`src/rtl/irq_arbiter8.sv`:
```
module irq_arbiter8 (
  input  logic       clk,
  input  logic       rst_n,
  input  logic       wr_stb,
  input  logic       rd_stb,
  input  logic       reg_sel,
  input  logic [7:0] wr_data,
  output logic [7:0] rd_data,
  input  logic [7:0] irq_in,
  output logic       int_req,
  input  logic       ack_stb
);
  localparam int N = 8;
  localparam int LW = $clog2(N);

  typedef enum logic [1:0] {S_RUN, S_BASE, S_SKIP, S_OPT} init_t;
  init_t init_st;

  logic [N-1:0] irr, isr, imr, irq_q, elig;
  logic [7-LW:0] base;
  logic [LW-1:0] low, lvl_q;
  logic lvl_ok, lvl_mode, single, want_opt, aeoi, rot_aeoi, smm, rd_isr, poll_pend, ack_ph;

  function automatic logic [LW:0] pick(input logic [N-1:0] v, input logic [LW-1:0] lo);
    logic [LW:0] r;
    r = '0;
    for (int i = N-1; i >= 0; i--) begin
      logic [LW-1:0] k;
      k = lo + LW'(1) + LW'(i);
      if (v[k]) r = {1'b1, k};
    end
    return r;
  endfunction

  function automatic logic [LW-1:0] rank(input logic [LW-1:0] k, input logic [LW-1:0] lo);
    return k - lo - LW'(1);
  endfunction

  logic [LW:0] top, win;
  assign top = pick(isr, low);

  always_comb begin
    for (int k = 0; k < N; k++) begin
      if (smm) elig[k] = irr[k] & ~imr[k] & ~isr[k];
      else     elig[k] = irr[k] & ~imr[k] &
                         (!top[LW] || (rank(LW'(k), low) < rank(top[LW-1:0], low)));
    end
  end

  assign win = pick(elig, low);
  assign int_req = win[LW];

  logic wr_start, wr_cmd2, wr_cmd3, ack1, ack2, poll_go, take;
  logic [N-1:0] clr_bit;
  logic [2:0] cmd;
  logic [LW-1:0] lsel;

  assign wr_start = wr_stb && !reg_sel && wr_data[4];
  assign wr_cmd2  = wr_stb && !reg_sel && !wr_data[4] && !wr_data[3] && init_st == S_RUN;
  assign wr_cmd3  = wr_stb && !reg_sel && !wr_data[4] &&  wr_data[3] && init_st == S_RUN;
  assign ack1     = ack_stb && !ack_ph;
  assign ack2     = ack_stb && ack_ph;
  assign poll_go  = rd_stb && !reg_sel && poll_pend && !wr_stb && !ack_stb;
  assign take     = (ack1 || poll_go) && win[LW] && !wr_start;
  assign clr_bit  = take ? (N'(1) << win[LW-1:0]) : '0;
  assign cmd      = wr_data[7:5];
  assign lsel     = wr_data[LW-1:0];

  assign rd_data = ack2 ? {base, lvl_q} :
                   !rd_stb ? 8'h00 :
                   reg_sel ? imr :
                   poll_pend ? {win[LW], {(7-LW){1'b0}}, win[LW-1:0]} :
                   rd_isr ? isr : irr;

  always_ff @(posedge clk or negedge rst_n) begin
    if (!rst_n) begin
      irr <= '0;
      irq_q <= '0;
    end else begin
      irq_q <= irq_in;
      if (wr_start) irr <= '0;
      else if (lvl_mode) irr <= irq_in & ~clr_bit;
      else irr <= (irr | (irq_in & ~irq_q)) & ~clr_bit;
    end
  end

  always_ff @(posedge clk or negedge rst_n) begin
    if (!rst_n) begin
      isr <= '0; imr <= '0; base <= '0; low <= LW'(N-1); lvl_q <= '0; lvl_ok <= 1'b0;
      lvl_mode <= 1'b0; single <= 1'b1; want_opt <= 1'b0; aeoi <= 1'b0; rot_aeoi <= 1'b0;
      smm <= 1'b0; rd_isr <= 1'b0; poll_pend <= 1'b0; ack_ph <= 1'b0; init_st <= S_RUN;
    end else if (wr_start) begin
      imr <= '0; isr <= '0; low <= LW'(N-1);
      lvl_mode <= wr_data[3]; single <= wr_data[1]; want_opt <= wr_data[0];
      if (!wr_data[0]) aeoi <= 1'b0;
      rot_aeoi <= 1'b0; smm <= 1'b0; rd_isr <= 1'b0; poll_pend <= 1'b0; ack_ph <= 1'b0;
      init_st <= S_BASE;
    end else if (ack_stb) begin
      ack_ph <= !ack_ph;
      if (!ack_ph) begin
        lvl_ok <= win[LW];
        lvl_q  <= win[LW] ? win[LW-1:0] : LW'(N-1);
        if (win[LW]) isr[win[LW-1:0]] <= 1'b1;
      end else if (aeoi && lvl_ok) begin
        isr[lvl_q] <= 1'b0;
        if (rot_aeoi) low <= lvl_q;
      end
    end else if (wr_stb && reg_sel) begin
      case (init_st)
        S_RUN:  imr <= wr_data;
        S_BASE: begin
          base <= wr_data[7:LW];
          init_st <= !single ? S_SKIP : (want_opt ? S_OPT : S_RUN);
        end
        S_SKIP: init_st <= want_opt ? S_OPT : S_RUN;
        default: begin
          aeoi <= wr_data[1];
          init_st <= S_RUN;
        end
      endcase
    end else if (wr_cmd2) begin
      case (cmd)
        3'b001: if (top[LW]) isr[top[LW-1:0]] <= 1'b0;
        3'b011: isr[lsel] <= 1'b0;
        3'b101: if (top[LW]) begin
          isr[top[LW-1:0]] <= 1'b0;
          low <= top[LW-1:0];
        end
        3'b111: begin
          isr[lsel] <= 1'b0;
          low <= lsel;
        end
        3'b100: rot_aeoi <= 1'b1;
        3'b000: rot_aeoi <= 1'b0;
        3'b110: low <= lsel;
        default: ;
      endcase
    end else if (wr_cmd3) begin
      if (wr_data[6]) smm <= wr_data[5];
      if (wr_data[1]) rd_isr <= wr_data[0];
      poll_pend <= wr_data[2];
    end else if (poll_go) begin
      poll_pend <= 1'b0;
      if (win[LW]) isr[win[LW-1:0]] <= 1'b1;
    end
  end
endmodule

```
`config.mk`:
```
export PLATFORM = sky130hd
export DESIGN_NAME = irq_arbiter8
export DESIGN_NICKNAME = d
export VERILOG_FILES = /design/src/rtl/irq_arbiter8.sv
export SDC_FILE = /design/constraint.sdc
export NUM_CORES = 1
export LEC_CHECK = 0
export ABC_AREA = 0
export BUFFER_PORTS_ARGS = -buffer_cell sky130_fd_sc_hd__buf_2
export CORE_ASPECT_RATIO = 1.4
export CORE_MARGIN = 3
export CORE_UTILIZATION = 45
export DETAILED_ROUTE_END_ITERATION = 8
export SETUP_SLACK_MARGIN = 0.5
export SKIP_CTS_REPAIR_TIMING = 1
export SLEW_MARGIN = 20
export SYNTH_ARGS = -nofsm -noshare
export SYNTH_HDL_FRONTEND = slang
export SYNTH_SLANG_ARGS = --single-unit
```
`constraint.sdc`:
```
create_clock -name clk -period 9.8 [get_ports clk]
set_clock_uncertainty 0.05 [all_clocks]
set_input_delay 0.98 -clock clk [delete_from_list [all_inputs] [get_ports clk]]
set_output_delay 0.98 -clock clk [all_outputs]
set_load 0.03 [all_outputs]
```
* After elaboration in Yosys (flattened, before gate mapping)
Index checks and enable logic that the tools add are counted.
** Storage, ports and cells
- Word-level logic and storage cells :: 348
- Register bits after elaboration :: 55
** Cells by class
- $lt $le $gt $ge :: 24
- Reduce and logical (&&, ||, !) cells :: 67
- Shift operators :: 1
- Multiplexer cells :: 133
- Add/sub/neg operators :: 26
- Equal/unequal tests :: 23
- Bitwise operators :: 56
** Operators by type and width (number)
- $mux 8 :: 22
- $mux 4 :: 16
- $mux 1 :: 57
- $and 8x8->8 :: 6
- $bmux 1 s3 :: 16
- $lt 3x4->1 const B :: 12
- $not 8->8 :: 5
- $mux 3 :: 9
- $sub 3x1->3 const B :: 9
- $and 1x1->1 :: 24
- $lt 3x3->1 :: 8
- $logic_and 1x1->1 :: 21
- $not 1->1 :: 19
- $or 8x8->8 :: 2
- $pmux 8 s2 :: 1
- $reduce_and 4->1 :: 4
- $reduce_bool 2->1 :: 7
- $add 3x3->3 const B :: 4
- $demux 1 s3 :: 4
- $eq 3x3->1 const B :: 4
- $ge 3x1->1 const B :: 4
- $sub 3x3->3 const A :: 4
- $mux 2 :: 5
- $ne 5x5->1 const B :: 2
- 31 further kinds :: 65

* Logic depth before layout (Yosys ltp)
Gate-level depths: netlist (run 1).
- Depth after elaboration :: 40
- Depth in mapped cells :: 32

* Worst setup path before layout (run 1)
OpenSTA, ideal clock, no wires.
- Path type :: reg2out
- Start :: reg low[0]
- End :: out rd_data[1]
- Arrival :: 8027 ps
- Required time :: 8770 ps
- Cell stages (with the launch flop) :: 31
- Path buffers :: 6
- Setup slack :: 743 ps
- Path through :: dfstp_2 > buf_2 > inv_2 > clkbuf_1 > clkbuf_1 > ha_1 > buf_6 > buf_6 > mux2_2 > nor2_1 > o21ai_0 > mux4_2 > nor3_1 > a21oi_1 > nand3_1 > o21ai_0 > o41ai_1 > fa_1 > inv_1 > ha_1 > a21oi_2 > nand3_1 > a211o_1 > and3_1 > buf_4 > a32o_1 > a221o_1 > mux2_2 > o2111a_2 > or2_4 > a311oi_1
** On the way
- Longest elaborated chain between the ends :: 32
** Ends and longest elaborated chain
- from (decl) :: RTL line 21 : logic [LW-1:0] low, lvl_q;
- from (signal assigned) :: RTL line 106 : if (rot_aeoi) low <= lvl_q;
- from (signal assigned) :: RTL line 127 : low <= top[LW-1:0];
- from (signal assigned) :: RTL line 131 : low <= lsel;
- $add 3x1->3 :: RTL line 29 : k = lo + LW'(1) + LW'(i);
- $add 3x3->3 :: RTL line 29
- $bmux 1 s3 :: RTL line 30 : if (v[k]) r = {1'b1, k};
- $mux 1 (not written as such) :: RTL line 30
- $mux 4 (8 in a row) :: RTL line 30
- $sub 3x3->3 :: RTL line 36 : return k - lo - LW'(1);
- $sub 3x1->3 :: RTL line 36
- $lt 3x3->1 :: RTL line 46 : (!top[LW] || (rank(LW'(k), low) < rank(top[LW-1:0], low)));
- (+3 left out)
- $bmux 1 s3 :: RTL line 30
- $mux 1 (not written as such) :: RTL line 30
- $mux 4 (7 in a row) :: RTL line 30
- $mux 4 * :: RTL line 30
- $mux 8 * :: RTL line 72 : poll_pend ? {win[LW], {(7-LW){1'b0}}, win[LW-1:0]} :
- $mux 8 * :: RTL line 71 : reg_sel ? imr :
- $mux 8 * :: RTL line 70 : !rd_stb ? 8'h00 :
- $mux 8 * :: RTL line 69 : assign rd_data = ack2 ? {base, lvl_q} :
- to (decl) :: RTL line 8 : output logic [7:0] rd_data,
Mark *: on every way between the ends. The rest lies on a longest branch, timed or not. The select of a mux whose other input is x is not followed.

* Final worst setup path (run 1)
- Start :: reg low[1]
- End :: out rd_data[0]
Same word-level chain as after synthesis.

==> results.cfg, run 1 <==
[synth]
synth.distinct_cells = 98
synthCells = 808
async_flop_share_pct = 100
netlist_area_mm2 = 0.00620
yosys-top-cells-area = dfrtp_1 21%, nand2_1 6.1%, o21ai_0 5.1%, nor2_1 4.4%, a21oi_1 3.7%
ys_ff_latch = 55
yosys_most_used_dff = dfrtp_1
synth_area_leader_cell = dfrtp_1
postSynthAreaPerCell_um2 = 7.68
yosysTopAreaCellShare_pct = 20.6
synth_edf_count = 0
ys_seq_area_share_pct = 22.3
ys_warn_count = 0
synthesis.nets = 843

[worst_setup_path]
crit_fanout = 19
startpoint = low[1]
cp.arrival_ns = 7.83
r2r-start = low[1]
worstSetupEndpointType = output pin
required_ns = 8.77
crit_path_start_kind = flop
path_class = flop to output pin

[layout]
drive_gt1_share_pct = 14.1
fin_nets = 834
multi_input_area_mm2 = 0.00444
num-fill-cells = 1343
antenna_cells = 0
synthToLayoutAreaGrowth_pct = 6.80
regArea_mm2 = 0.00138

[route]
antenna_left = 0
dr.pass1.iters = 5
post_drt_wl_per_cell_um = 21.9
num_vias = 6605
drc = 0
wl_um = 21500
first_iter_violations = 464
post_drt_via_cell_ratio = 6.73

[timing]
rsz0062_at_grt = no
setup_viol = 0
fin_tns_setup_ns = 0
worst_pin_slew_ns = 0.829
fin_crit_sh_pct = 90.4
hold_violations = 0
max_freq_mhz = 113
layout_min_cycle_time_ns = 8.86
final_max_slew_viol_count = 0
relSlewSlack_pct = 44.3

[clocking]
htreeDepth = 2
insertion_delay_ns = 0.30
clkTransAtPathRegs_ns = 0.07
root_buffer = clkbuf_16
cts_tree = done
cts_buffer_depth = 2
clock_sinks = 55
numCtsBuffers = 5

[flow_run]
cap_violations = 0

[global_route]
grt_pass1_vias = 6376
antenna_found_initial = 0
grt_remaining_overflow = 0
grtUsageTotal_pct = 27.6
grt_max_degree = 56
grt_pass1_wl_um = 34200

[placed_design]
gp_routability_congestion = 0.949
io_buffers = 30
dp_hpwl_um = 16300

[worst_hold_path]
worstHoldStart = single
hp-class = flop to flop

[floorplan]
die_w_um = 105
core_area_mm2 = 0.0135
initial_core_util_pct = 46.1
io_pins = 31
fp.dieH_um = 145
num_rows = 50
die_area_mm2 = 0.0152

[status]
outcome = finished, final reports clean
-- layer usage --
| metal | vias to the layer above | track usage (%) | part of all wire (%) |
|---|---|---|---|
| met2 | 324 | 47.3 | 50 |
| met1 | 3148 | 33.0 | 37 |
| li1 | 3046 | - | - |
| met5 | - | 0 | 0 |
| met4 | 0 | 16.7 | 6.3 |
| met3 | 87 | 2.58 | 6.6 |
-- cell type report --
type                            count  area share (%)
Inverter                           34            1.93
Sequential cell                    55            20.8
Clock inverter                      2           0.246
Timing Repair Buffer               46            4.38
Tap cell                          182            3.44
Multi-Input combinational cell    657            67.1
Clock buffer                        6            2.10
-- critical path: stages, from the launching register on --
cell       delay [ns]
dfstp_2          0.61
inv_1            0.20
ha_2             0.55
buf_16           0.20
mux2i_1          0.50
o21ai_0          0.23
mux4_2           0.51
nor3_1           0.15
a21oi_1          0.06
nand3_1          0.09
o21ai_0          0.11
o41ai_1          0.27
buf_4            0.23
fa_1             0.42
inv_1            0.18
ha_1             0.29
inv_1            0.10
a21o_1           0.21
o22a_1           0.18
o31ai_1          0.13
nor2_1           0.39
o21ai_0          0.18
a2bb2oi_1        0.20
or4_1            0.56
a21boi_1         0.43
o211ai_1         0.16
a22o_1           0.21
buf_2            0.18
-- worst paths after layout --
| kind | end | slack (ns) | cells past startpoint |
|---|---|---|---|
| worst max-delay path | rd_data[0] | 0.94 | 27 |
| worst min-delay path | single | 0.44 | 2 |
| worst max register to register | irr[0] | 1.93 | 26 |
| worst min register to register | single | 0.44 | 2 |
| max in group asynchronous | imr[2] | 8.45 | 2 |
| min in group asynchronous | irq_q[7] | 0.75 | 2 |
-- metrics by stage --
step,worst slack (ns),instances,cell area [µm²],utilization (%),hold WS [ns]
CTS,0.338,981,6570,48.9,0.439
global placement,0.841,973,6420,47.7,0.412
detailed placement,0.696,973,6420,47.7,0.425
finish,0.939,982,6630,49.3,0.435
floorplan,0.743,808,6200,-,0.395
global route,0.489,982,6630,49.3,0.465
-- cell usage in the layout, fill, tap and decap left out, types with 7 or more instances in the layout --
cell      netlist  final
nand2_1       101    101
nor2_1         72     72
o21ai_0        63     63
dfrtp_1        51     51
a21oi_1        46     46
inv_1          32     32
buf_2           9     30
nand3_1        22     22
a31oi_1        20     19
nor3_1         18     18
nand2b_1       16     16
a211oi_1       17     16
buf_4           2     15
mux2_2         14     14
o31ai_1        13     13
nor2b_1        12     12
mux2i_1        11     11
and3_1         11     11
ha_1           12     11
nand3b_1       10     10
o211ai_1       10     10
nand4_1         9      9
mux4_2          8      8
o21a_1          8      8
a311oi_1        8      8
and2_1          8      8
a22oi_1         7      7
a211o_1         7      7
a22o_1          7      7
-- Yosys cell counts (7+ instances only) --
cell and n:
nand2_1 101, nor2_1 72, o21ai_0 63, dfrtp_1 51, a21oi_1 46, clkbuf_1 43, inv_1 32, nand3_1 22
a31oi_1 20, nor3_1 18, a211oi_1 17, nand2b_1 16, mux2_2 14, o31ai_1 13, ha_1 12, nor2b_1 12
and3_1 11, mux2i_1 11, nand3b_1 10, o211ai_1 10, buf_2 9, nand4_1 9, a311oi_1 8, and2_1 8
mux4_2 8, o21a_1 8, a211o_1 7, a22o_1 7, a22oi_1 7
-- flip-flops by register name (all words and copies together) (netlist names) --
signal,flops
single,1
want_opt,1
init_st,2
base,5
rd_isr,1
aeoi,1
irq_q,8
lvl_ok,1
imr,8
lvl_mode,1
ack_ph,1
isr,8
smm,1
rot_aeoi,1
low,3
lvl_q,3
irr,8
poll_pend,1
-- cell families (layout without fill, tap and decap cells) --
| logic type | count (synthesis) | in the layout | synth area share (%) |
|---|---|---|---|
| and+or+nand+nor | 305 | 305 | 23.9 |
| xor gates and xnor gates | 10 | 10 | 2.36 |
| muxes | 34 | 34 | 7.46 |
| DFF | 55 | 55 | 22.3 |
| AOI/OAI and AO/OA | 295 | 295 | 34.8 |
| adders and majority gates | 13 | 13 | 2.74 |
| buffers and inverters | 96 | 88 | 6.49 |
Power of run 1 is not shown: default switching activity piles up to over one toggle a cycle in this logic, so the estimate is an artifact.
==> run 2, diff against run 1 <==
--- a/config.mk
+++ b/config.mk
@@ -5,7 +5,7 @@
 export SDC_FILE = /design/constraint.sdc
 export NUM_CORES = 1
 export LEC_CHECK = 0
-export ABC_AREA = 0
+export ABC_AREA = 1
 export BUFFER_PORTS_ARGS = -buffer_cell sky130_fd_sc_hd__buf_2
 export CORE_ASPECT_RATIO = 1.4
 export CORE_MARGIN = 3
==> run 2 against run 1 <==
Final cell count rose by 0.10%. Core utilization is 0.72 points higher. Maximum frequency is 5.2% higher. Routed wire length decreased by 19%. Non-clock buffer count shrank 13. Clock-buffer cell count unchanged. Highest routed layer unchanged. Critical path depth up 19. Sequential share of layout area increased by 4.3 points. First-iteration DRC count fell by 30%. Global-route usage increased by 0.42 points.
==> results.cfg, run 2 <==
[clocking]
numCtsBuffers = 5
cts_buffer_depth = 2
cts_tree = done
htreeDepth = 2
insertion_delay_ns = 0.30
clkTransAtPathRegs_ns = 0.07
root_buffer = clkbuf_16
clock_sinks = 55

[timing]
hold_violations = 0
max_freq_mhz = 119
rsz0062_at_grt = no
worst_pin_slew_ns = 0.724
setup_viol = 0
layout_min_cycle_time_ns = 8.42
fin_crit_sh_pct = 85.9
hold_ws_ns = 0.441
final_max_slew_viol_count = 0
fin_ws_ns = 1.38
relSlewSlack_pct = 51.7
fin_tns_setup_ns = 0

[synth]
netlist_area_mm2 = 0.00513
ys_seq_area_share_pct = 26.9
yosysMostFrequentCell = nand2_1
yosys-top-cells-area = dfrtp_1 25%, nand2_1 20%, nand3_1 11%, inv_1 7.3%, o21ai_0 5.0%
synth.distinct_cells = 44
yosys_most_used_dff = dfrtp_1
synth_top_cells_by_count = 267 x nand2_1, 108 x nand3_1, 100 x inv_1
yosysTopAreaCellShare_pct = 24.9
synth_area_leader_cell = dfrtp_1
postSynthAreaPerCell_um2 = 6.22
synth_edf_count = 0
ys_ff_latch = 55
ys_warn_count = 0
async_flop_share_pct = 100
synthesis.nets = 859
synthCells = 824

[floorplan]
io_pins = 31
core_area_mm2 = 0.0110
die_w_um = 96.2
initial_core_util_pct = 46.7
fp.dieH_um = 132
die_area_mm2 = 0.0127
num_rows = 45

[worst_setup_path]
crit_slowest_cell = dfstp_2
max_stage_delay_ns = 0.86
required_ns = 8.77
path_class = flop to output pin
crit_path_start_kind = flop
crit_top_cell = nand2_1
path_delay_family = simple AND/OR/NAND/NOR gates
worstSetupEndpointType = output pin
critPathBufInv = 6
cp.arrival_ns = 7.39
crit_fanout = 32

[layout]
antenna_cells = 0
final_cell_mix = 267 x nand2_1, 108 x nand3_1, 100 x inv_1, 51 x o21ai_0, 51 x dfrtp_1
num-fill-cells = 1176
final_common_cell = nand2_1
synthToLayoutAreaGrowth_pct = 7.00
regArea_mm2 = 0.00138
multi_input_area_mm2 = 0.00315
drive_gt1_share_pct = 11.9
fin_cells = 983
fin_nets = 876

[route]
first_iter_violations = 327
num_vias = 5644
antenna_left = 0
post_drt_wl_per_cell_um = 17.6
wl_um = 17300
dr.pass1.iters = 5
drc = 0
post_drt_via_cell_ratio = 5.74

[status]
outcome = finished, final reports clean

[global_route]
grt_max_degree = 56
antenna_found_initial = 0
grt_remaining_overflow = 0
grt_pass1_wl_um = 27700
grtUsageTotal_pct = 28.0
grt_pass1_vias = 5375

[placed_design]
dp_hpwl_um = 13800
io_buffers = 30
place_ws_ns = 1.61
dp_cells = 975
gp_routability_congestion = 0.996

[flow_run]
cap_violations = 0

[worst_hold_path]
hp-class = flop to flop
## run 2: changes by cell type after synthesis, moves of 16 or more
cell / change
inv_1: +68
nand2_1: +166
nand2b_1: -16
clkbuf_1: -33
nand2_2: +22
nand3_1: +86
nor2_1: -38
## run 2: layout make-up
type / count / area share [%]
sequential: 55 / 25.2
timing repair buffer: 33 / 3.15
clock buffer: 6 / 2.35
multi-input combinational: 626 / 57.4
inverter: 120 / 8.39
clock inverter: 2 / 0.319
tap: 141 / 3.22
## run 2: worst paths after layout
path                          from          to  slack [ns]  depth (start not counted)
setup / recovery            low[0]  rd_data[0]        1.38                         46
hold / removal             base[4]     base[4]        0.44                          2
setup reg to reg            low[0]      irr[0]        2.51                         47
hold reg to reg            base[4]     base[4]        0.44                          2
max in group asynchronous    rst_n      irr[1]        8.45                          2
min in group asynchronous    rst_n  init_st[1]        0.76                          2
## run 2: layer usage
metal / routed length (µm) / track usage [%] / part of all wire [%] / vias to the layer above
met5: 0 / 0 / 0 / -
met1: 6920 / 33.9 / 40 / 2653
met4: 941 / 15.3 / 5.4 / 0
met2: 8700 / 47.9 / 50 / 186
met3: 741 / 2.06 / 4.3 / 43
li1: - / - / - / 2762
## run 2: cell families after synthesis
family	Yosys count	share of synthesized area [%]
AOI/OAI and AO/OA	161	19.1
xor gates and xnor gates	3	0.513
and+or+nand+nor	449	38.4
buffers and inverters	143	11.7
DFF	55	26.9
adders and majority gates	13	3.32
## run 2: metrics by stage
stage	area, µm²	util, %
3_3_place_gp	5340	48.6
2_1_floorplan	5130	-
5_1_grt	5490	50.0
6_report	5490	50.0
3_5_place_dp	5340	48.6
4_1_cts	5480	49.9
## run 2: worst register-to-register path, delay by kind of cell, from the launching register on
family                     cells  cell delay, ns
AOI/OAI and AO/OA              8            1.00
xor gates and xnor gates       1            0.26
adders and majority gates      3            1.35
buffers and inverters          6            0.70
DFF                            1            0.86
and+or+nand+nor               29            2.98
Power of run 2 is left out for the same reason.
